### src/rtl/ipi_dest_match.sv
module ipi_dest_match #(
  parameter int N     = 8,
  parameter int IDX_W = (N > 1) ? $clog2(N) : 1
) (
  input  logic             clk,
  input  logic             rst_n,
  input  logic             cmd_lo_wr,
  input  logic [31:0]      cmd_lo_wdata,
  input  logic             cmd_hi_wr,
  input  logic [31:0]      cmd_hi_wdata,
  input  logic [IDX_W-1:0] src_idx,
  input  logic [8*N-1:0]   phys_ids,
  input  logic [8*N-1:0]   log_ids,
  input  logic [2*N-1:0]   dst_fmt,
  input  logic [N-1:0]     tgt_en,
  output logic             hit_valid,
  output logic [N-1:0]     hit_vec,
  output logic [7:0]       hit_vector,
  output logic [2:0]       hit_mode,
  output logic             hit_level,
  output logic             hit_trig,
  output logic [31:0]      cmd_word
);

  localparam logic [2:0] MODE_LOWEST = 3'b001;
  localparam logic [1:0] FMT_FLAT    = 2'b00;
  localparam logic [1:0] FMT_CLUSTER = 2'b01;

  logic [7:0]       dest_q;
  logic [31:0]      word_q;
  logic             valid_q;
  logic [N-1:0]     vec_q;
  logic [IDX_W-1:0] rr_ptr;

  logic [1:0] shorthand;
  logic       logical;
  logic       lowest;
  assign shorthand = cmd_lo_wdata[19:18];
  assign logical   = cmd_lo_wdata[11];
  assign lowest    = (cmd_lo_wdata[10:8] == MODE_LOWEST);

  logic [N-1:0] match;
  always_comb begin
    for (int i = 0; i < N; i++) begin
      logic [7:0] pid, lid;
      logic [1:0] fmt;
      pid = phys_ids[8*i +: 8];
      lid = log_ids[8*i +: 8];
      fmt = dst_fmt[2*i +: 2];
      unique case (shorthand)
        2'd0: begin
          if (!logical)
            match[i] = (dest_q == 8'hFF) || (dest_q == pid);
          else if (fmt == FMT_FLAT)
            match[i] = |(lid & dest_q);
          else if (fmt == FMT_CLUSTER)
            match[i] = (lid[7:4] == dest_q[7:4]) && (|(lid[3:0] & dest_q[3:0]));
          else
            match[i] = 1'b0;
        end
        2'd1:    match[i] = (src_idx == IDX_W'(i));
        2'd2:    match[i] = 1'b1;
        default: match[i] = (src_idx != IDX_W'(i));
      endcase
    end
  end

  logic [N-1:0]     cand, pick;
  logic [IDX_W-1:0] ptr_nxt;
  logic             found;
  assign cand = match & tgt_en;

  always_comb begin
    found   = 1'b0;
    pick    = '0;
    ptr_nxt = rr_ptr;
    for (int k = 1; k <= N; k++) begin
      int s;
      s = int'(rr_ptr) + k;
      if (s >= N) s = s - N;
      if (!found && cand[s]) begin
        found   = 1'b1;
        pick[s] = 1'b1;
        ptr_nxt = IDX_W'(s);
      end
    end
  end

  always_ff @(posedge clk) begin
    if (!rst_n) begin
      dest_q  <= '0;
      word_q  <= '0;
      valid_q <= 1'b0;
      vec_q   <= '0;
      rr_ptr  <= IDX_W'(N - 1);
    end else begin
      if (cmd_hi_wr) dest_q <= cmd_hi_wdata[31:24];
      valid_q <= cmd_lo_wr;
      vec_q   <= '0;
      if (cmd_lo_wr) begin
        word_q <= cmd_lo_wdata & ~32'h0000_1000;
        vec_q  <= lowest ? pick : match;
        if (lowest) rr_ptr <= ptr_nxt;
      end
    end
  end

  assign hit_valid  = valid_q;
  assign hit_vec    = vec_q;
  assign hit_vector = word_q[7:0];
  assign hit_mode   = word_q[10:8];
  assign hit_level  = word_q[14];
  assign hit_trig   = word_q[15];
  assign cmd_word   = word_q;


  lowest_onehot_chk: assert property (@(posedge clk) disable iff (!rst_n)
    (hit_valid && hit_mode == MODE_LOWEST) |-> $onehot0(hit_vec));


  lowest_enabled_chk: assert property (@(posedge clk) disable iff (!rst_n)
    ($past(cmd_lo_wr) && hit_mode == MODE_LOWEST) |-> ((hit_vec & ~$past(tgt_en)) == '0));


  lowest_ptr_hold_chk: assert property (@(posedge clk) disable iff (!rst_n)
    (hit_valid && hit_mode == MODE_LOWEST && hit_vec == '0) |-> $stable(rr_ptr));


  idle_zero_chk: assert property (@(posedge clk) disable iff (!rst_n)
    !hit_valid |-> (hit_vec == '0));


  all_incl_chk: assert property (@(posedge clk) disable iff (!rst_n)
    (hit_valid && cmd_word[19:18] == 2'd2 && hit_mode != MODE_LOWEST) |-> (&hit_vec));


  status_clear_chk: assert property (@(posedge clk) disable iff (!rst_n)
    cmd_lo_wr |=> (cmd_word[12] == 1'b0 && cmd_word[11:0] == $past(cmd_lo_wdata[11:0])));

endmodule

### config.mk
export PLATFORM = sky130hd
export DESIGN_NAME = ipi_dest_match
export DESIGN_NICKNAME = d
export VERILOG_FILES = /design/src/rtl/ipi_dest_match.sv
export SDC_FILE = /design/constraint.sdc
export NUM_CORES = 1
export LEC_CHECK = 0
export ABC_AREA = 1
export BUFFER_PORTS_ARGS = -buffer_cell sky130_fd_sc_hd__buf_2
export CAP_MARGIN = 20
export CORE_UTILIZATION = 40
export CTS_CLUSTER_DIAMETER = 80
export DETAILED_ROUTE_END_ITERATION = 10
export PLACE_DENSITY_LB_ADDON = 0.08
export SYNTH_ARGS = -nofsm -noshare
export SYNTH_HDL_FRONTEND = slang
export SYNTH_SLANG_ARGS = --single-unit
### constraint.sdc
create_clock -name clk -period 3.72 [get_ports clk]
set_input_delay 0.372 -clock clk [delete_from_list [all_inputs] [get_ports clk]]
set_output_delay 0.372 -clock clk [all_outputs]
set_load 0.005 [all_outputs]
* Word level (Yosys, flattened, before mapping)
Cells that the tools add are included.
** Storage, ports and cells
- Register bits :: 51
- Output and inout port bits :: 54
- Word-level logic and storage cells :: 283
** Operators by class
- $add $sub $neg :: 16
- $lt $le $gt $ge :: 24
- Equal/unequal tests :: 42
- Multiplexer cells :: 104
- Bitwise logic cells :: 24
- Reductions and logical operators :: 68
** Operators with widths (number)
- $ge 32x1->1 const B :: 8
- $lt 32x5->1 const B :: 8
- $mux 32 :: 8
- $and 8x8->8 :: 9
- $mux 8 :: 9
- $eq 8x8->1 :: 8
- $reduce_or 8->1 :: 8
- $or 8x8->8 :: 7
- $mux 1 :: 55
- $sub 4x4->5 const B :: 7
- $and 4x4->4 :: 8
- $eq 4x4->1 :: 8
- $reduce_or 4->1 :: 8
- $ge 4x4->1 const B :: 7
- $bmux 1 s3 :: 8
- $demux 1 s3 :: 8
- $mux 3 :: 8
- $pmux 1 s3 :: 8
- $logic_and 1x1->1 :: 23
- $eq 2x1->1 const B :: 9
- $logic_not 2->1 :: 9
- $add 3x3->4 const B :: 4
- $eq 3x3->1 const B :: 4
- $ne 3x3->1 const B :: 4
- 18 further kinds :: 35

* Longest topological paths before layout
Gate-level depths: netlist (run 1).
- Word-level depth :: 34
- Depth in mapped cells :: 29

* Least setup slack after synthesis (run 1)
OpenSTA, ideal clock, no wires.
- Path kind :: register to register
- Start :: reg rr_ptr[0]
- End :: reg rr_ptr[1]
- Setup time :: 0.115 ns
- Arrival time :: 2.785 ns
- Data required time :: 3.605 ns
- Slack :: 0.821 ns
- Stages on the path, launching flop included :: 20
- Path buffers :: 3
- Clock period less this slack :: 2.899 ns
- Path through :: dfxtp_1 > inv_1 > clkbuf_1 > clkbuf_1 > ha_1 > inv_1 > clkbuf_1 > nand3_1 > nand3_1 > o21ai_2 > inv_2 > nand3_4 > nor2_8 > nand2_4 > nor2_8 > nand2_4 > inv_4 > nand2_1 > nand3b_1 > nand2_1
** Between the ends
- Longest elaborated chain between the ends :: 29
** Ends and longest elaborated chain
- start, declared :: line 33 : logic [IDX_W-1:0] rr_ptr;
- start signal, assigned :: line 95 : rr_ptr <= IDX_W'(N - 1);
- start signal, assigned :: line 103 : if (lowest) rr_ptr <= ptr_nxt;
- $add 3x1->4 :: line 79 : s = int'(rr_ptr) + k;
- $sub 4x4->5 or $ge 4x4->1 (tied branches) :: line 80 : if (s >= N) s = s - N;
- $mux 32 :: line 80
- $bmux 1 s3 :: line 81 : if (!found && cand[s]) begin
- $mux 1 (not written as such) (2 in series) :: line 81
- $mux 1 :: line 81
- $logic_not 1->1 :: line 81
- $logic_and 1x1->1 :: line 81
- [... 12 more ...]
- $mux 1 :: line 81
- $logic_not 1->1 :: line 81
- $logic_and 1x1->1 :: line 81
- $mux 1 :: line 81
- $logic_not 1->1 :: line 81
- $logic_and 1x1->1 :: line 81
- $reduce_bool 8->1 (no line)
- $reduce_and 3->1 (no line)
Several ways; a longest one is shown, not always the timed one. The select of a mux whose other input is x is not followed.
A chain may end at the register's enable or synchronous reset.

* Worst setup path in the final report (run 1)
- Start :: reg dest_q[5]
- End :: reg vec_q[1] (netlist: hit_vec[1])
** Between the ends
- Longest elaborated chain between the ends :: 33
** Ends and longest elaborated chain
- start, declared :: line 29 : logic [7:0] dest_q;
- start signal, assigned :: line 97 : if (cmd_hi_wr) dest_q <= cmd_hi_wdata[31:24];
- $eq 4x4->1 :: line 57 : match[i] = (lid[7:4] == dest_q[7:4]) && (|(lid[3:0] & dest_q[3:0]));
- $logic_and 1x1->1 :: line 57
- $mux 1 :: line 56 : else if (fmt == FMT_CLUSTER)
- $mux 1 :: line 54 : else if (fmt == FMT_FLAT)
- $mux 1 :: line 52 : if (!logical)
- $pmux 1 s3 :: line 50 : unique case (shorthand)
- $and 8x8->8 :: line 71 : assign cand = match & tgt_en;
- $bmux 1 s3 :: line 81
- [... 17 more ...]
- $mux 1 :: line 81
- $logic_not 1->1 :: line 81
- $logic_and 1x1->1 :: line 81
- $mux 1 :: line 81
- $logic_not 1->1 :: line 81
- $logic_and 1x1->1 :: line 81
- $mux 8 :: line 81
- $mux 8 (*) :: line 102 : vec_q <= lowest ? pick : match;
- end signal, assigned :: line 102
- end, declared :: line 32 : logic [N-1:0] vec_q;
Every way passes the cells marked *; elsewhere a longest branch is shown, timed or not. The select of a mux whose other input is x is not followed.

==> PnR_summary.wiki, run 1 <==
{| class="wikitable"
! Metric !! Value
|-
| Measured slew at the worst slew-check pin || 0.931 ns
|-
| DR vias || ~6500
|-
| Post-route antenna net violation count || 0
|-
| Top-level port count || about 280
|-
| Clock Sink Count || 51
|-
| Clock transition at the register clock pins on the worst setup and hold paths after CTS || 0.07 ns
|-
| Pre-CTS WS || 0.509 ns
|-
| Post-CTS setup repair buffer count || 0
|-
| Highest fanout seen on the critical path || 10
|-
| Cell count after synthesis || 950
|-
| Hold Path Class || in -> reg
|-
| Layout cells sized above 1 || about a quarter
|-
| Mean post-synth cell area || 5.93 um2
|-
| Net count reported at finish || between 1000 and 1500
|-
| Warning count from the yosys run || 0
|-
| RePlAce Congestion || around 0.90
|-
| End of the worst register-to-register path || hit_vec[1]$_SDFF_PN0_
|-
| Final setup viols || 0
|-
| Number of storage elements in the synthesis netlist || 51
|-
| End point of the critical path || hit_vec[1]$_SDFF_PN0_
|-
| Post-layout min period || approximately 3.2 ns
|-
| CTS hold repair buffers || 0
|-
| Most common cell after layout, fill and taps aside || sky130_fd_sc_hd__nand2_1
|-
| Status || finished, final reports clean
|-
| Largest area contributor in the netlist || sky130_fd_sc_hd__nand2_1
|-
| Clock insertion delay at the later pin of the skew report || 0.30 ns
|-
| Total negative slack || 0 ns
|-
| Worst-path cell with the longest stage delay || sky130_fd_sc_hd__dfxtp_1
|-
| Synthesized-area fraction occupied by ao, oa, aoi and oai cells || between 8 and 9%
|-
| Cell class contributing the biggest share of worst-path delay || simple AND/OR/NAND/NOR gates
|-
| Via count of the first global-routing pass || 5935
|-
| First-pass DRT Iterations || 5
|-
| Avg WL per Cell || approximately 14 um
|-
| Startpoint of the worst setup timing path || dest_q[5]$_SDFFE_PN0P_
|-
| Number of max-cap violations || 0
|-
| Post-detailed-route DRC marker count || 0
|-
| Detailed-route wire length || 18500 um
|-
| Xor/xnor share of the synthesized area || between 8 and 9%
|-
| Endpoint kind of the worst setup timing path || flop
|-
| Pins Over Slew Limit || 0
|-
| Top cell by count, worst path || sky130_fd_sc_hd__nand2_1
|-
| Area of the mapped netlist || between 5000 and 6000 um2
|-
| Longest Clk Path Bufs || 2
|-
| Commonest non-fill, non-tap cells in the layout || sky130_fd_sc_hd__nand2_1 (293), sky130_fd_sc_hd__buf_2 (250), sky130_fd_sc_hd__nor2_1 (155)
|-
| Critical path buffer and inverter count || 3
|-
| Number of DRC violations after detailed-routing iteration 0 || 383
|-
| Critical path class || reg -> reg
|-
| Number of cells traversed by the worst register-to-register path || 24
|-
| Peak supply drop || 0.193 mV
|-
| Maximum number of pins on one net before global-route repair || 43
|-
| Net count after synthesis || 1214
|-
| Inserted Clock Buffers || 5
|-
| Nature of the critical path startpoint || flop
|-
| Period Utilization, post-route || 87.0%
|-
| Area growth from synthesis to layout || 25.3%
|-
| First-pass GRT wire length || a little under 30000 um
|-
| Placed Instance Area || 6910 um2
|-
| Worst-case register-to-register setup slack || just under 0.5 ns
|-
| Max transition margin || 37.8%
|-
| Total power per unit cell area || ~270 nW/um2
|-
| Worst path cell trace || buf_4 -> nand2_1 -> nand2_1 -> nand2_1 -> nor2_1 -> nand2_1 -> nand2_1 -> nand2_1 -> nand2_1 -> nand4_1 -> nand3_1 -> nand2_1 -> nand2_1 -> nand2_4 -> nand2_2 -> inv_1 -> nand3_1 -> nand3_1 -> nor2_1 -> nand3_1 -> nor2_1 -> nand3_1 -> nand2_1 -> inv_1
|-
| Launch point of the worst reg-to-reg path || dest_q[5]$_SDFFE_PN0P_
|-
| Die height || around 120 um
|-
| Sequential element share of the synthesized area || a little under a fifth
|-
| Initial antenna violation count || 1
|-
| Worst clock skew || 0.00751 ns
|-
| Placement row count || 43
|-
| Unique masters post-synth || 35
|-
| Cell at the root of the clock tree || sky130_fd_sc_hd__clkbuf_16
|-
| Initial cell density of the core || between 40% and 50%
|-
| CTS-repair resized insts || 0
|-
| H-tree level count || 2
|-
| Adder-cell share of the synthesized area || 9.10%
|-
| CTS tree || built
|-
| Main combinational cell family by area after synthesis || simple AND/OR/NAND/NOR gates
|-
| Area of the core region || approximately 14000 um2
|-
| Leak pwr || approximately 3.8 nW
|-
| Share of synthesized cell area in and, or, nand and nor gates || 43.8%
|-
| All-layer global routing usage || 25.4%
|-
| WHS || just under 0.3 ns
|-
| Chip Width || approximately 120 um
|-
| Synth top area cells || sky130_fd_sc_hd__nand2_1 (20%), sky130_fd_sc_hd__dfxtp_1 (18%), sky130_fd_sc_hd__nor2_1 (10%)
|-
| Detailed placer's ending HPWL || approximately 15000 um
|-
| Area share of the largest cell type after synthesis || between 10% and 20%
|-
| Post-route cell area || between 7000 and 8000 um2
|-
| Fillcell total || about 1500
|-
| Crit path required time || around 3.9 ns
|-
| Max Clk Rate || between 300 and 400 MHz
|-
| Multiplexer area fraction after synthesis || 0%
|-
| Arrival time of data at the critical path endpoint || around 3.4 ns
|-
| Number of buffer cells added on primary ports || 250
|-
| Via-to-Cell Ratio || ~4.8
|-
| Largest stage delay, worst path || about 0.67 ns
|-
| RSZ-0062 raised after global routing || false
|-
| Least setup slack across all paths after layout || 0.482 ns
|-
| Overflow left after global routing || 0
|-
| Hold violation total from the final report || 0
|-
| Overall die area || roughly 15000 um2
|-
| Critical path depth || 24
|}
## tightest hold or removal path: cells and delay by family
kind,cells,cell delay (ns)
buffers and inverters,1,0.07
and+or+nand+nor,2,0.11
## cell type report
cell class | instances | area, um2 | share of cell area [%]
Antenna cell | 1 | 2.50 | 0.0354
Clock buffer | 5 | 125 | 1.77
Clock inverter | 3 | 23.8 | 0.337
Inverter | 87 | 329 | 4.66
Multi-Input combinational cell | 764 | 3960 | 56.0
Sequential cell | 51 | 1020 | 14.5
Tap cell | 180 | 225 | 3.19
Timing Repair Buffer | 267 | 1380 | 19.5
## routing by layer
layer	vias to the layer above	part of all wire [%]	track usage, %	wire length, um
met3	16	8.0	5.75	1490
met5	-	0	0	0
li1	3451	-	-	-
met1	2790	45	33.0	8370
met2	230	45	42.7	8350
met4	0	1.5	5.48	278
## synth_stat cells
cell	instances
sky130_fd_sc_hd__a21o_1	8
sky130_fd_sc_hd__a21oi_1	26
sky130_fd_sc_hd__a21oi_4	1
sky130_fd_sc_hd__a31oi_1	2
sky130_fd_sc_hd__and3_1	2
sky130_fd_sc_hd__buf_1	3
sky130_fd_sc_hd__buf_12	1
sky130_fd_sc_hd__buf_4	17
sky130_fd_sc_hd__buf_6	6
sky130_fd_sc_hd__buf_8	2
sky130_fd_sc_hd__clkbuf_1	19
sky130_fd_sc_hd__conb_1	1
sky130_fd_sc_hd__dfxtp_1	51
sky130_fd_sc_hd__ha_1	41
sky130_fd_sc_hd__inv_1	77
sky130_fd_sc_hd__inv_2	9
sky130_fd_sc_hd__inv_4	1
sky130_fd_sc_hd__nand2_1	293
sky130_fd_sc_hd__nand2_2	7
sky130_fd_sc_hd__nand2_4	3
sky130_fd_sc_hd__nand3_1	57
sky130_fd_sc_hd__nand3_2	1
sky130_fd_sc_hd__nand3_4	1
sky130_fd_sc_hd__nand3b_1	2
sky130_fd_sc_hd__nand4_1	24
sky130_fd_sc_hd__nor2_1	155
sky130_fd_sc_hd__nor2_8	2
sky130_fd_sc_hd__nor3_1	22
sky130_fd_sc_hd__nor3_2	3
sky130_fd_sc_hd__nor3b_4	1
sky130_fd_sc_hd__o21ai_0	53
sky130_fd_sc_hd__o21ai_2	2
sky130_fd_sc_hd__or2_0	1
sky130_fd_sc_hd__or2_2	2
sky130_fd_sc_hd__xnor2_1	54
## cells by family after synthesis
kind of cell             after synthesis
other                                  1
AO/OA/AOI/OAI                         92
buffers and inverters                135
adder cells (fa/ha/maj)               41
XOR/XNOR                              54
flip-flops                            51
AND/OR/NAND/NOR                      576
## where the power goes
| group | leakage, nW | switching [mW] | internal [mW] |
|---|---|---|---|
| Sequential | 0.423 | 0.0333 | 0.583 |
| Combinational | 3.32 | 0.464 | 0.323 |
| Clock | 0.0717 | 0.216 | 0.253 |
| Total | 3.82 | 0.713 | 1.16 |
## through the flow
stage	utilization (%)	std cells	power, mW
after floorplan	-	950	1.15
after global placement	50.0	1349	1.41
after detailed placement	50.0	1349	1.42
after CTS	51.1	1357	1.89
after global routing	51.1	1358	2.01
final	51.1	1358	1.87
## worst min path at each step
stage / start / end / slack (ns) / cells after the start
floorplan: cmd_word[11]$_SDFFE_PN0P_ / cmd_word[11]$_SDFFE_PN0P_ / 0.49 / 2
global placement: cmd_word[29]$_SDFFE_PN0P_ / cmd_word[29]$_SDFFE_PN0P_ / 0.47 / 2
detailed placement: cmd_word[13]$_SDFFE_PN0P_ / cmd_word[13]$_SDFFE_PN0P_ / 0.48 / 2
CTS: cmd_lo_wdata[1] / cmd_word[1]$_SDFFE_PN0P_ / 0.29 / 3
global route: cmd_lo_wdata[13] / cmd_word[13]$_SDFFE_PN0P_ / 0.30 / 3
finish: cmd_lo_wdata[1] / cmd_word[1]$_SDFFE_PN0P_ / 0.29 / 3
## sequential cells by signal, indices dropped and copies added, names as in the netlist
register   cells
cmd_word      31
dest_q         8
hit_valid      1
hit_vec        8
rr_ptr         3
Note: power is estimated with default switching activity, not from simulation.
==> run 2, diff against run 1 <==
- BUFFER_PORTS_ARGS: -buffer_cell sky130_fd_sc_hd__buf_2 -> not set
- DONT_BUFFER_PORTS: not set -> 1
==> PnR_summary.wiki, run 2 (synthesis gave the netlist of run 1 again) <==
{| class="wikitable"
! Metric !! Value
|-
| Detailed-route wire length || 17900 um (-3.2%)
|-
| Final setup viols || 0 (unchanged)
|-
| Fillcell total || 1573 (+3.4%)
|-
| Hold violation total from the final report || 0 (unchanged)
|-
| RSZ-0062 raised after global routing || false
|-
| Overflow left after global routing || 0 (unchanged)
|-
| Worst clock skew || 0.00607 ns (-0.00144 ns)
|-
| Via-to-Cell Ratio || 5.08 (+6.4%)
|-
| Initial antenna violation count || 0 (-1)
|-
| Hold Path Class || in -> reg
|-
| Status || finished, final reports clean
|-
| Cell class contributing the biggest share of worst-path delay || simple AND/OR/NAND/NOR gates
|-
| Post-route antenna net violation count || 0 (unchanged)
|-
| FF+latch area || 1020 um2 (unchanged)
|-
| Routed wl met2 || 7900 um (-5.4%)
|-
| Share of total power in the clock network || 27.6% (+2.5 points)
|-
| Total power per unit cell area || 296 nW/um2 (+12%)
|-
| Cell Count, Final, Fillers Out || 1111 (-18%)
|-
| Arrival time of data at the critical path endpoint || 3.51 ns (+0.08 ns)
|-
| Least setup slack across all paths after layout || 0.412 ns (-0.0702 ns)
|-
| Largest stage delay, worst path || 0.67 ns (about the same)
|-
| Maximum number of pins on one net before global-route repair || 43 (unchanged)
|-
| Area of the core region || 13800 um2 (unchanged)
|-
| Die height || 121 um (unchanged)
|-
| Critical path buffer and inverter count || 3 (unchanged)
|-
| Measured slew at the worst slew-check pin || 0.731 ns (-0.201 ns)
|-
| Placement row count || 43 (unchanged)
|-
| Worst-path cell with the longest stage delay || sky130_fd_sc_hd__dfxtp_1
|-
| Power share of the sequential group || 36.2% (+3.3 points)
|-
| Via count of the first global-routing pass || 5442 (-8.3%)
|-
| Sw Ratio || 38.3% (+0.19 points)
|-
| Worst path cell trace || buf_4 -> xnor2_1 -> nand2_1 -> nor2_1 -> nand2_1 -> nand2_1 -> nand2_1 -> nand2_1 -> nand4_1 -> nand3_1 -> nand2_1 -> nand2_1 -> nand2_4 -> nand2_2 -> inv_1 -> nand3_1 -> nand3_1 -> nor2_1 -> nand3_1 -> nor2_1 -> nand3_1 -> nand2_1 -> inv_1
|-
| Clock insertion delay at the later pin of the skew report || 0.30 ns (about the same)
|-
| Top cell by count, worst path || sky130_fd_sc_hd__nand2_1
|-
| Routed length on met1 || 8050 um (-3.8%)
|-
| Pre-CTS WS || 0.442 ns (-0.0665 ns)
|-
| Met3 wire length || 1540 um (+3.7%)
|-
| Peak supply drop || 0.194 mV (+0.39%)
|-
| Highest fanout seen on the critical path || 10 (unchanged)
|-
| All-layer global routing usage || 25.0% (-0.42 points)
|-
| Most common cell after layout, fill and taps aside || sky130_fd_sc_hd__nand2_1
|-
| Layout cells sized above 1 || 6.66% (-20 points)
|-
| Cell at the root of the clock tree || sky130_fd_sc_hd__clkbuf_16
|-
| CTS-repair resized insts || 0 (unchanged)
|-
| RePlAce Congestion || 0.865 (-4.3%)
|-
| Initial cell density of the core || 40.8% (unchanged)
|-
| First-pass GRT wire length || 28000 um (-4.1%)
|-
| Leak pwr || 2.81 nW (-27%)
|-
| Pins Over Slew Limit || 0 (unchanged)
|-
| Post-CTS setup repair buffer count || 0 (unchanged)
|-
| Number of DRC violations after detailed-routing iteration 0 || 225 (-41%)
|-
| Number of max-cap violations || 0 (unchanged)
|-
| First-pass DRT Iterations || 4 (-1)
|-
| Switching power || 662 uW (-7.1%)
|-
| CTS tree || built
|-
| Overall die area || 14600 um2 (unchanged)
|-
| Overall Power || 1.73 mW (-7.6%)
|-
| Top-level port count || 277 (unchanged)
|-
| Clock Sink Count || 51 (unchanged)
|-
| Number of buffer cells added on primary ports || 0 (-100%)
|-
| Chip Width || 121 um (unchanged)
|-
| Top Metal Used || met4
|-
| Nature of the critical path startpoint || flop
|-
| Post-layout min period || 3.31 ns (+0.0702 ns)
|-
| Power share of the combinational group || 36.2% (-5.8 points)
|-
| Avg WL per Cell || 16.1 um (+18%)
|-
| Crit path required time || 3.92 ns (about the same)
|-
| Max reg flops || 31 (unchanged)
|-
| Total negative slack || 0 ns (unchanged)
|-
| Max Clk Rate || 302 MHz (-2.1%)
|-
| Inserted Clock Buffers || 5 (unchanged)
|-
| Cell Int Power || 1.07 mW (-7.9%)
|-
| DR vias || 5645 (-13%)
|-
| Number of placed instances with taps included || 1103 (-18%)
|-
| H-tree level count || 2 (unchanged)
|-
| Commonest non-fill, non-tap cells in the layout || sky130_fd_sc_hd__nand2_1 (293), sky130_fd_sc_hd__nor2_1 (155), sky130_fd_sc_hd__inv_1 (77)
|-
| Combined area of the multi-input logic cells || 3960 um2 (unchanged)
|-
| Critical path class || reg -> reg
|-
| Net count reported at finish || 1194 (-17%)
|-
| Period Utilization, post-route || 88.9% (+1.9 points)
|-
| Max transition margin || 50.9% (+13 points)
|-
| Endpoint kind of the worst setup timing path || flop
|-
| Diodes inserted || 0 (-1)
|-
| Clock transition at the register clock pins on the worst setup and hold paths after CTS || 0.07 ns (about the same)
|-
| Detailed placer's ending HPWL || 14400 um (-4.5%)
|-
| Area growth from synthesis to layout || 3.62%
|-
| Longest Clk Path Bufs || 2 (unchanged)
|-
| Post-detailed-route DRC marker count || 0 (unchanged)
|-
| CTS hold repair buffers || 0 (unchanged)
|}
-- run 2: cell count changes in the layout (fill, tap and decap cells not counted) --
cell / delta
sky130_fd_sc_hd__buf_2: -250
sky130_fd_sc_hd__diode_2: -1
sky130_fd_sc_hd__buf_4: +4
-- run 2: power groups by stage --
| stage | sequential [mW] | combinational [mW] | clock [mW] |
|---|---|---|---|
| global route | 0.634 | 0.713 | 0.512 |
| finish | 0.627 | 0.626 | 0.478 |
| CTS | 0.628 | 0.626 | 0.495 |
| global placement | 0.641 | 0.622 | 0 |
| detailed placement | 0.640 | 0.624 | 0 |
| floorplan | 0.621 | 0.531 | 0 |
-- run 2: layout make-up --
| class | count | area share [%] |
|---|---|---|
| inverters | 87 | 5.63 |
| repair buffers | 21 | 2.70 |
| well taps | 180 | 3.86 |
| flip-flops and latches | 51 | 17.5 |
| clock inverters | 3 | 0.407 |
| clock buffers | 5 | 2.14 |
| multi-input cells | 764 | 67.8 |
-- run 2: through the flow --
| stage | utilization [%] | hold slack [ns] | instance area (um2) |
|---|---|---|---|
| floorplan | - | 0.487 | 5640 |
| global placement | 41.2 | 0.465 | 5690 |
| detailed placement | 41.2 | 0.466 | 5690 |
| CTS | 42.2 | 0.143 | 5840 |
| global route | 42.2 | 0.144 | 5840 |
| finish | 42.2 | 0.152 | 5840 |
-- run 2: layer usage --
layer	GRT usage, %	vias to the layer above
met2	40.4	242
met5	0	-
li1	-	2951
met1	31.9	2424
met4	7.87	0
met3	7.17	28
-- run 2: worst paths after layout --
path / from / end / slack, ns / cells after the start
max reg2reg: dest_q[4]$_SDFFE_PN0P_ / hit_vec[1]$_SDFF_PN0_ / 0.41 / 23
min: cmd_lo_wr / cmd_word[8]$_SDFFE_PN0P_ / 0.15 / 1
min reg2reg: cmd_word[25]$_SDFFE_PN0P_ / cmd_word[25]$_SDFFE_PN0P_ / 0.53 / 2
max: dest_q[4]$_SDFFE_PN0P_ / hit_vec[1]$_SDFF_PN0_ / 0.41 / 23
-- run 2: worst register-to-register path, delay by kind of cell, from the launching register on --
family                    cells  cell delay (ns)
DFF                           1             0.67
xor gates and xnor gates      1             0.13
and+or+nand+nor              19             1.96
buffers and inverters         3             0.46
==> run 3, diff against run 2 <==
- PLACE_DENSITY: not set -> 0.57
- PLACE_DENSITY_LB_ADDON: 0.08 -> not set
==> PnR_summary.wiki, run 3 (synthesis gave the netlist of run 1 again) <==
{| class="wikitable"
! Metric !! Value
|-
| Status || finished, final reports clean
|-
| Die height || 121 um (unchanged)
|-
| Utilization after layout || 42.1% (-0.14 points)
|-
| Critical path class || reg -> reg
|-
| Clock Sink Count || 51 (unchanged)
|-
| Number of max-cap violations || 0 (unchanged)
|-
| CTS hold repair buffers || 0 (unchanged)
|-
| Fillcell total || 1528 (-2.9%)
|-
| First-pass GRT wire length || 28000 um (about the same)
|-
| Max transition margin || 56.1% (+5.1 points)
|-
| Chip Width || 121 um (unchanged)
|-
| Peak supply drop || 0.183 mV (-5.5%)
|-
| Detailed placer's ending HPWL || 14300 um (-1.1%)
|-
| Via count of the first global-routing pass || 5477 (+0.64%)
|-
| Cell at the root of the clock tree || sky130_fd_sc_hd__clkbuf_16
|-
| Number of DRC violations after detailed-routing iteration 0 || 390 (+73%)
|-
| Pins Over Slew Limit || 0 (unchanged)
|-
| Crit path required time || 3.98 ns (+0.06 ns)
|-
| Diodes inserted || 0 (unchanged)
|-
| Overflow left after global routing || 0 (unchanged)
|-
| Overall die area || 14600 um2 (unchanged)
|-
| WHS || 0.146 ns (-0.00621 ns)
|-
| Period Utilization, post-route || 90.4% (+1.5 points)
|-
| Highest fanout seen on the critical path || 10 (unchanged)
|-
| Area growth from synthesis to layout || 3.29%
|-
| First-pass DRT Iterations || 6 (+2)
|-
| Total negative slack || 0 ns (unchanged)
|-
| Net count reported at finish || 1191 (-0.25%)
|-
| Hold Path Class || in -> reg
|-
| Post-detailed-route DRC marker count || 0 (unchanged)
|-
| Clock insertion delay at the later pin of the skew report || 0.31 ns (about the same)
|-
| Arrival time of data at the critical path endpoint || 3.62 ns (+0.11 ns)
|-
| Measured slew at the worst slew-check pin || 0.654 ns (-0.0763 ns)
|-
| Number of placed instances with taps included || 1100 (-0.27%)
|-
| Area of the core region || 13800 um2 (unchanged)
|-
| Longest Clk Path Bufs || 2 (unchanged)
|-
| Nature of the critical path startpoint || flop
|-
| CTS-repair resized insts || 0 (unchanged)
|-
| Initial cell density of the core || 40.8% (unchanged)
|-
| Final setup viols || 0 (unchanged)
|-
| Initial antenna violation count || 0 (unchanged)
|-
| RePlAce Congestion || 0.903 (+4.4%)
|-
| Top-level port count || 277 (unchanged)
|-
| Maximum number of pins on one net before global-route repair || 43 (unchanged)
|-
| Detailed-route wire length || 17800 um (-0.65%)
|-
| All-layer global routing usage || 24.9% (-0.060 points)
|-
| CTS tree || built
|-
| Cell Count, Final, Fillers Out || 1108 (-0.27%)
|-
| Placement row count || 43 (unchanged)
|-
| Commonest non-fill, non-tap cells in the layout || sky130_fd_sc_hd__nand2_1 (293), sky130_fd_sc_hd__nor2_1 (155), sky130_fd_sc_hd__inv_1 (77)
|-
| Hold violation total from the final report || 0 (unchanged)
|-
| H-tree level count || 2 (unchanged)
|-
| Inserted Clock Buffers || 5 (unchanged)
|-
| Endpoint kind of the worst setup timing path || flop
|-
| Worst clock skew || 0.00477 ns (-0.00131 ns)
|-
| DR vias || 5736 (+1.6%)
|-
| Layout cells sized above 1 || 6.36% (-0.30 points)
|-
| Avg WL per Cell || 16.0 um (-0.38%)
|-
| Total power per unit cell area || 302 nW/um2 (+2.0%)
|-
| Post-layout min period || 3.36 ns (+0.0546 ns)
|-
| RSZ-0062 raised after global routing || false
|-
| Max Clk Rate || 297 MHz (-1.6%)
|-
| Via-to-Cell Ratio || 5.18 (+1.9%)
|-
| Leak pwr || 2.79 nW (-0.52%)
|-
| Clock transition at the register clock pins on the worst setup and hold paths after CTS || 0.08 ns (about the same)
|-
| Number of buffer cells added on primary ports || 0 (unchanged)
|-
| Post-CTS setup repair buffer count || 0 (unchanged)
|-
| Max reg flops || 31 (unchanged)
|-
| Most common cell after layout, fill and taps aside || sky130_fd_sc_hd__nand2_1
|-
| Post-route antenna net violation count || 0 (unchanged)
|}
==> run 3: cell count changes in the layout (fill, tap and decap cells not counted), sizes merged <==
cell,change
buf,-3
==> run 3: routing by layer <==
layer / vias to the layer above / wire (um) / global-route usage (%)
li1: 2948 / - / -
met1: 2502 / 7890 / 32.6
met2: 265 / 7910 / 39.7
met3: 21 / 1620 / 7.03
met4: 0 / 357 / 7.33
met5: - / 0 / 0
==> run 3: final cells by class <==
class | count | area (um2) | share of cell area (%)
multi-input combinational | 764 | 3960 | 68.0
sequential | 51 | 1020 | 17.5
inverter | 87 | 329 | 5.65
tap | 180 | 225 | 3.87
timing repair buffer | 18 | 135 | 2.32
clock buffer | 5 | 125 | 2.15
clock inverter | 3 | 27.5 | 0.473
==> run 3: worst max-delay path: stages (launching register included) <==
cell and delay (ns):
sky130_fd_sc_hd__dfxtp_1 0.67, sky130_fd_sc_hd__buf_4 0.30, sky130_fd_sc_hd__inv_2 0.08, sky130_fd_sc_hd__or2_0 0.20, sky130_fd_sc_hd__nand3_1 0.10, sky130_fd_sc_hd__nor2_1 0.07
sky130_fd_sc_hd__nand2_1 0.07, sky130_fd_sc_hd__nand2_1 0.05, sky130_fd_sc_hd__nand2_1 0.07, sky130_fd_sc_hd__nand2_1 0.09, sky130_fd_sc_hd__nand4_1 0.13, sky130_fd_sc_hd__nand3_1 0.08
sky130_fd_sc_hd__nand2_1 0.11, sky130_fd_sc_hd__nor2_1 0.07, sky130_fd_sc_hd__nor2_1 0.13, sky130_fd_sc_hd__inv_2 0.09, sky130_fd_sc_hd__nor3_2 0.30, sky130_fd_sc_hd__nand2_2 0.23
sky130_fd_sc_hd__inv_2 0.14, sky130_fd_sc_hd__nand2_1 0.06, sky130_fd_sc_hd__nand2_1 0.05, sky130_fd_sc_hd__nor2_1 0.04, sky130_fd_sc_hd__nand2_1 0.06, sky130_fd_sc_hd__nand2_1 0.07
sky130_fd_sc_hd__inv_1 0.07
==> run 3: report_power, final <==
part / total (mW) / switching (mW) / internal, mW
Clock: 0.505 / 0.249 / 0.257
Combinational: 0.628 / 0.398 / 0.230
Sequential: 0.626 / 0.0432 / 0.583
Total: 1.76 / 0.690 / 1.07
==> run 3: path summary, 6_finish.rpt <==
kind                            cells past startpoint  slack, ns                   endpoint                      start
worst max register to register                     24       0.36      hit_vec[3]$_SDFF_PN0_     dest_q[7]$_SDFFE_PN0P_
worst max-delay path                               24       0.36      hit_vec[3]$_SDFF_PN0_     dest_q[7]$_SDFFE_PN0P_
worst min-delay path                                1       0.15   cmd_word[8]$_SDFFE_PN0P_                  cmd_lo_wr
worst min register to register                      2       0.53  cmd_word[27]$_SDFFE_PN0P_  cmd_word[27]$_SDFFE_PN0P_
==> run 3: stage by stage <==
stage,total power [mW],cell area [um2],setup slack (ns)
global placement,1.26,5670,0.447
detailed placement,1.27,5670,0.412
finish,1.76,5820,0.358
global route,1.89,5820,0.0444
floorplan,1.15,5640,0.821
CTS,1.77,5820,0.392
